==> config.mk <==
export PLATFORM = sky130hd
export DESIGN_NAME = irq_status_reg
export DESIGN_NICKNAME = d
export VERILOG_FILES = /design/src/rtl/irq_status_reg.sv
export SDC_FILE = /design/constraint.sdc
export NUM_CORES = 1
export LEC_CHECK = 0
export BUFFER_PORTS_ARGS = -buffer_cell sky130_fd_sc_hd__clkbuf_2
export CAP_MARGIN = 20
export CORE_AREA = 8 8 45 47
export DETAILED_ROUTE_END_ITERATION = 10
export DIE_AREA = 0 0 53 55
export PLACE_DENSITY_LB_ADDON = 0.2
export SYNTH_ARGS = -nofsm -noshare
export SYNTH_HDL_FRONTEND = slang
export SYNTH_SLANG_ARGS = --single-unit
==> constraint.sdc <==
create_clock -name clk -period 1 [get_ports clk]
set_input_delay 0.3 -clock clk [delete_from_list [all_inputs] [get_ports clk]]
set_output_delay 0.3 -clock clk [all_outputs]
set_load 0.05 [all_outputs]
==> src/rtl/irq_status_reg.sv <==
module irq_status_reg #(
  parameter int NUM_SRC = 4,
  parameter int REG_W   = 8
) (
  input  logic               clk,
  input  logic               rst_n,
  input  logic [NUM_SRC-1:0] src_pulse,
  input  logic               wr_en,
  input  logic [REG_W-1:0]   wr_data,
  output logic [REG_W-1:0]   rd_data,
  output logic               irq
);
  localparam int PAD_W = REG_W - NUM_SRC;

  logic [NUM_SRC-1:0] pend_q;
  logic [NUM_SRC-1:0] clr_mask;

  assign clr_mask = wr_en ? wr_data[NUM_SRC-1:0] : '0;

  always_ff @(posedge clk or negedge rst_n) begin
    if (!rst_n) begin
      pend_q <= '0;
      irq    <= 1'b0;
    end else begin
      pend_q <= (pend_q & ~clr_mask) | src_pulse;
      irq    <= |pend_q;
    end
  end

  generate
    if (PAD_W > 0) begin : g_pad
      assign rd_data = {{PAD_W{1'b0}}, pend_q};
    end else begin : g_nopad
      assign rd_data = pend_q;
    end
  endgenerate
endmodule


# Yosys cells after proc, flatten, opt, wreduce, memory -nomap -nowiden

Index checks and enable logic that the tools add are counted.

Register bits: 5
Input bits: 15
Output and inout port bits: 9

Muxes and demuxes: 1
Bitwise operators: 3
Reductions and logical operators: 1

Operators with widths:

| cell               | count |
|---|---|
| 4-bit AND          | 1 |
| 4-bit 2-to-1 mux   | 1 |
| 4-bit NOT          | 1 |
| 4-bit bitwise OR   | 1 |
| 4-bit OR reduction | 1 |

# Logic depth before layout (Yosys ltp)

Gate-level depths: netlist of run 1.

Depth after elaboration: 4
Gate-level depth with buffers: 2
Mapped depth without buffers: 2

# Least setup slack after synthesis of run 1

OpenSTA, ideal clock, no wires.

Path kind: register to register
Start point: register pend_q[1]
End point: register irq
Setup time: 139 ps
Arrival: 1105 ps
Path slack: -244 ps
Stages on the path, launching flop included: 2
Path buffers: 0
Path through: dfrtp_1 or4_1

Longest elaborated chain between the ends: 1

Ends and longest elaborated chain:

| item                   | line | RTL |
|---|---|---|
| from (decl)            | 15   | `logic [NUM_SRC-1:0] pend_q;` |
| from (signal assigned) | 25   | `pend_q <= (pend_q & ~clr_mask) \| src_pulse;` |
| 4-bit OR reduction     | 26   | `irq <= \|pend_q;` |
| to (signal assigned)   | 26   |  |
| to (decl)              | 11   | `output logic irq` |

Every way passes these cells.

# Worst setup path after layout of run 1

Start point: register pend_q[0]
End point: output rd_data[0]

RTL lines:

| item      | line | RTL |
|---|---|---|
| to (decl) | 10   | `output logic [REG_W-1:0] rd_data,` |

No word-level cell between the ends.

==> results by group, run 1 <==
Global route
  • GRT Max-Usage Layer: met1
  • Met3 usage: 3.743%
  • Number of global-route vias before repair: 210
  • Initial antenna violation count: 0
  • First-pass GRT wire length: 952 µm
  • M1 GR Usage: 5.530%
  • GRT met2 Usage: 5.469%
  • Largest net degree at the start of global routing: 6
  • GRT Util Overall: between 4 and 5%
  • Grt ovf: 0

Setup path
  • CP endpoint kind: output pin
  • Worst path arrival time: 0.81 ns
  • Reg-to-reg startpoint: pend_q[2]$_DFF_PN0_
  • Worst EP required: 0.70 ns
  • Critical path origin: pend_q[0]$_DFF_PN0_
  • Crit start category: flop
  • Cell breakdown of the critical path: buf_8
  • Critical path buffer and inverter count: 1
  • Highest-delay cell along the critical path: dfrtp_2
  • Delay-heaviest family, CP: flip-flops
  • Slowest stage delay, CP: 0.42 ns
  • CP Class: flop to output pin
  • CP max FO: 3

Placed design
  • Detailed placer's ending HPWL: ~530 µm
  • I/O Buffers: 15
  • Gp weighted congestion: between 0.7 and 0.8
  • Placed Area: 292.8 µm²
  • DP Worst Slack: -0.04969 ns

Routing
  • Via/cell ratio: between 3 and 4
  • Routed wire per std cell: approximately 11 µm
  • Routed Wire Length: 631 µm
  • 1st-pass router iterations: 2
  • Antenna Nets Post-Route: 0
  • Post-route DRC: 0
  • Vias post-DR: roughly 190
  • Initial drt markers: 2

Clock tree
  • Root buffer cell: clkbuf_4
  • CTS buffer count: 3
  • Clock Latency Late Sink: ~0.24 ns
  • H-Tree Level Count: 1
  • CTS tree: yes
  • Clock slew at reported path FFs: roughly 0.05 ns
  • Clock buffer depth: 2
  • CTS sink count: 5

Timing
  • RSZ-0062 raised after global routing: true
  • Pins Over Slew Limit: 0
  • Setup-failing EPs final: 6
  • Fin crit share: 111.3%
  • Clk_skew: about 0.0064 ns
  • Fmax: roughly 900 MHz
  • Fin Setup TNS: -0.5617 ns
  • Fin crit period: 1.113 ns
  • Final hold vios: 0
  • Final worst slack: -0.1131 ns

Floorplan
  • Die H: 55 µm
  • Row count: 14
  • Initial Utilization: 15.37%
  • Top-Level Pins: 24
  • Die X: 53 µm
  • Die ar.: a little under 3000 µm²
  • Core region area: 1384 µm²

Synth
  • Netlist area before placement: 212.7 µm²
  • Yosys reg bits: 5
  • Count leader, synth: dfrtp_1
  • Syn Inst Count: 19
  • Synth warn: 0
  • Netlist cell types: 7
  • Synth top area cells: dfrtp_1, buf_4, a21o_1
  • Commonest cells post-synth: dfrtp_1, buf_4, nand2_1
  • Syn avg cell area: 11.19 µm²
  • Synth area leader: dfrtp_1
  • Seq/Total Area, Yosys: 58.82%
  • Post-synth ARST share: 100.0%
  • Ys flop type: dfrtp_1
  • Area share of the largest cell type after synthesis: 58.82%
  • Post-synth EDFFs: 0

Hold path
  • Hold_sp: src_pulse[2]
  • Hold/Removal Path Class: input port to flop

Outcome
  • Failing checks: setup timing
  • Status: finished with violations

Pwr
  • Pwr per Cell Area: 1572 nW/µm²
  • Peak VDD IR: about 0.56 mV
  • Pleak: 0.1878 nW

Layout
  • Diodes inserted: 0
  • Share of layout cells above drive strength 1: 58.97%
  • Layout area overhead: 81.76%
  • Post-route cell area: 386.6 µm²
  • Layout Nets: 55
  • Fill count: 153

Job
  • Max-capacitance violation count: 0
==> flip-flops by register name (all words and copies together) (netlist names) <==
name and flops:
irq 1, pend_q 4
==> repair_timing <==
action | in CTS | in global routing
gates resized for setup | 10 | 5
buffers inserted | 1 | 0
hold endpoints to repair | 5 | 0
endpoints found under the setup margin | 6 | 6
hold buffers | 1 | 0
==> metal layers <==
| layer | vias up | routed length [µm] |
|---|---|---|
| met4 | 0 | 8 |
| li1 | 94 | - |
| met2 | 16 | 222 |
| met5 | - | 0 |
| met3 | 2 | 112 |
| met1 | 76 | 287 |
==> placed cells by master (no fill, tap or decap), drive strengths merged <==
cell type / instances
conb: 4
clkbuf: 14
dfrtp: 5
buf: 6
nand2: 4
or4: 1
a21o: 4
dlygate4sd3: 1
==> worst paths after layout <==
kind	slack, ns	cells past startpoint	endpoint
max	-0.11	1	rd_data[0]
min	0.24	2	pend_q[2]$_DFF_PN0_
max reg2reg	-0.07	2	irq$_DFF_PN0_
min reg2reg	0.52	1	irq$_DFF_PN0_
max in group asynchronous	0.43	2	pend_q[3]$_DFF_PN0_
min in group asynchronous	0.41	2	pend_q[2]$_DFF_PN0_
==> metrics by stage <==
step / instances / util [%] / hold WS (ns) / power (W)
after floorplan: 22 / - / 0.004409 / 0.0003207
after global placement: 49 / 21.16 / 0.1184 / 0.0003458
after CTS: 55 / 27.49 / 0.2328 / 0.0006157
final: 55 / 27.94 / 0.2399 / 0.0006079
after detailed placement: 49 / 21.16 / 0.1248 / 0.0003484
after global routing: 55 / 27.94 / 0.2362 / 0.0006503
==> cells by family (layout without fill, tap and decap cells) <==
group	Yosys count	in the layout	synth area share, %
simple gates	5	5	10.59
buf+inv	4	21	14.12
compound gates	4	4	14.71
flops	5	5	58.82
other cells	1	4	1.763
==> cell type report <==
cell class,instances,area [µm²],share of cell area (%)
multi-input combinational,13,68.82,17.80
timing repair buffer,17,142.6,36.89
clock buffer,4,26.28,6.796
tap,16,20.02,5.178
sequential,5,128.9,33.33
==> where the power goes <==
part / internal (W) / switching [W] / total [W]
combinational: 0.0000568 / 0.0000937 / 0.000151
sequential: 0.000216 / 0.0000118 / 0.000227
clock: 0.000151 / 0.0000795 / 0.000230
total: 0.000423 / 0.000185 / 0.000608
Power figures use the tool's default switching activity.
==> run 2: changes to the inputs <==
- clock period: 1 -> 1.4 ns (I/O delays scaled with it)
==> run 2 against run 1 <==
- the flow now finishes without violations
- power fell by 32%
- core utilization down 4.4 points
- largest power group unchanged
- sequential share of layout area increased by 5.1 points
- register-to-register slack improved by 0.44 ns
- critical endpoint is now rd_data[2]
- highest routed layer is now met3
- flip-flop and latch count is the same
- final cell count decreased by 1.8%
- critical path depth unchanged
==> results by group, run 2 (synthesized netlist as in run 1, its figures left out) <==
Outcome
  • Status: complete, no violations

Floorplan
  • Top-Level Pins: 24
  • Die X: 53 µm
  • Die H: 55 µm
  • Row count: 14
  • Core region area: 1384 µm²
  • Die ar.: just under 3000 µm²
  • Initial Utilization: about 15%

Global route
  • Largest net degree at the start of global routing: 6
  • First-pass GRT wire length: 1014 µm
  • GRT Util Overall: 5.208%
  • Grt ovf: 0
  • Initial antenna violation count: 0
  • Number of global-route vias before repair: 252

Clock tree
  • Clock slew at reported path FFs: 0.05 ns
  • CTS sink count: 5
  • Root buffer cell: clkbuf_4
  • CTS buffer count: 3
  • Resize count post-CTS: 0
  • CTS tree: yes
  • Clock Latency Late Sink: 0.24 ns
  • Clock buffer depth: 2
  • Setup Fix Bufs, Post-CTS: 0
  • H-Tree Level Count: 1

Routing
  • Vias post-DR: 192
  • Routed wire per std cell: 11.89 µm
  • Initial drt markers: 3
  • 1st-pass router iterations: 2
  • Routed Wire Length: 642 µm
  • Antenna Nets Post-Route: 0
  • Post-route DRC: 0
  • Via/cell ratio: 3.556

Setup path
  • Crit start category: flop
  • Critical path buffer and inverter count: 1
  • CP max FO: 3
  • CP endpoint kind: output pin
  • Worst path arrival time: approximately 0.9 ns
  • Slowest stage delay, CP: 0.37 ns
  • Worst EP required: 0.98 ns
  • Delay-heaviest family, CP: flip-flops
  • Highest-delay cell along the critical path: dfrtp_1
  • Cell breakdown of the critical path: clkbuf_2
  • CP Class: flop to output pin

Timing
  • Fmax: 753.2 MHz
  • RSZ-0062 raised after global routing: false
  • Fin crit share: between 90% and 100%
  • Clk_skew: 0.004824 ns
  • Pins Over Slew Limit: 0
  • Final hold vios: 0
  • Fin crit period: 1.328 ns
  • Setup-failing EPs final: 0
  • Fin Setup TNS: 0 ns

Pwr
  • Peak VDD IR: 0.6770 mV
  • Pleak: 0.1664 nW
  • Pwr per Cell Area: 1274 nW/µm²

Placed design
  • Detailed placer's ending HPWL: roughly 560 µm
  • Gp weighted congestion: around 0.76
  • I/O Buffers: 15

Layout
  • Max reg flops: 4
  • Util after Layout: a little under a quarter
  • Most common cell after layout, fill and taps aside: clkbuf_2
  • Layout area overhead: 52.94%
  • Most frequent cells in the layout: clkbuf_2, dfrtp_1, nand2_1, conb_1
  • Diodes inserted: 0
  • Largest registers: pend_q x4, irq x1
  • Share of layout cells above drive strength 1: 50.00%
  • Top reg by flops: pend_q
  • Layout Nets: between 50 and 60

Job
  • Max-capacitance violation count: 0

Hold path
  • Hold/Removal Path Class: input port to flop
## run 2: cell types whose count changed in the layout (fill, tap and decap cells not counted), sizes merged
cell and delta:
clkbuf +5, buf -6
## run 2: per-stage QoR
stage                     total power (W)  area [µm²]  std cells  worst slack (ns)  hold slack, ns
after global routing            0.0004437       325.3         54           0.03344          0.3484
after global placement          0.0002459       289.0         49            0.3439          0.2391
after floorplan                 0.0002278       224.0         22            0.1560          0.1244
final                           0.0004144       325.3         54           0.07238          0.3573
after CTS                       0.0004227       325.3         54           0.06796          0.3546
after detailed placement        0.0002484       289.0         49            0.3343          0.2469
## run 2: area by class of cell
class	count	area (µm²)
clock buffers	4	26.28
fillers	158	1059
multi-input cells	13	68.82
flip-flops and latches	5	125.1
well taps	16	20.02
repair buffers	16	85.08
## run 2: final timing paths
| path | start | endpoint | slack [ns] | cells after the start |
|---|---|---|---|---|
| max | pend_q[2]$_DFF_PN0_ | rd_data[2] | 0.07 | 1 |
| min | src_pulse[3] | pend_q[3]$_DFF_PN0_ | 0.36 | 2 |
| max reg2reg | pend_q[1]$_DFF_PN0_ | irq$_DFF_PN0_ | 0.37 | 1 |
| min reg2reg | pend_q[1]$_DFF_PN0_ | irq$_DFF_PN0_ | 0.51 | 1 |
| max in group asynchronous | rst_n | pend_q[1]$_DFF_PN0_ | 0.73 | 2 |
| min in group asynchronous | rst_n | pend_q[2]$_DFF_PN0_ | 0.53 | 2 |
## run 2: what timing repair did
action | 4_1_cts | 5_1_grt
endpoints found under the hold margin | 5 | 0
hold buffers | 1 | 0
setup endpoints to repair | 0 | 0
## run 2: layer usage
| layer | vias to the layer above | track usage (%) | share of wire, % |
|---|---|---|---|
| met4 | 0 | 1.293 | 0 |
| met3 | 0 | 6.952 | 22 |
| met5 | - | 0 | 0 |
| met2 | 18 | 6.250 | 37 |
| li1 | 93 | - | - |
| met1 | 81 | 5.215 | 41 |
## run 2: report_power, final
part	internal, W	switching [W]
Sequential	0.000153	0.00000602
Clock	0.000108	0.0000587
Combinational	0.0000228	0.0000662
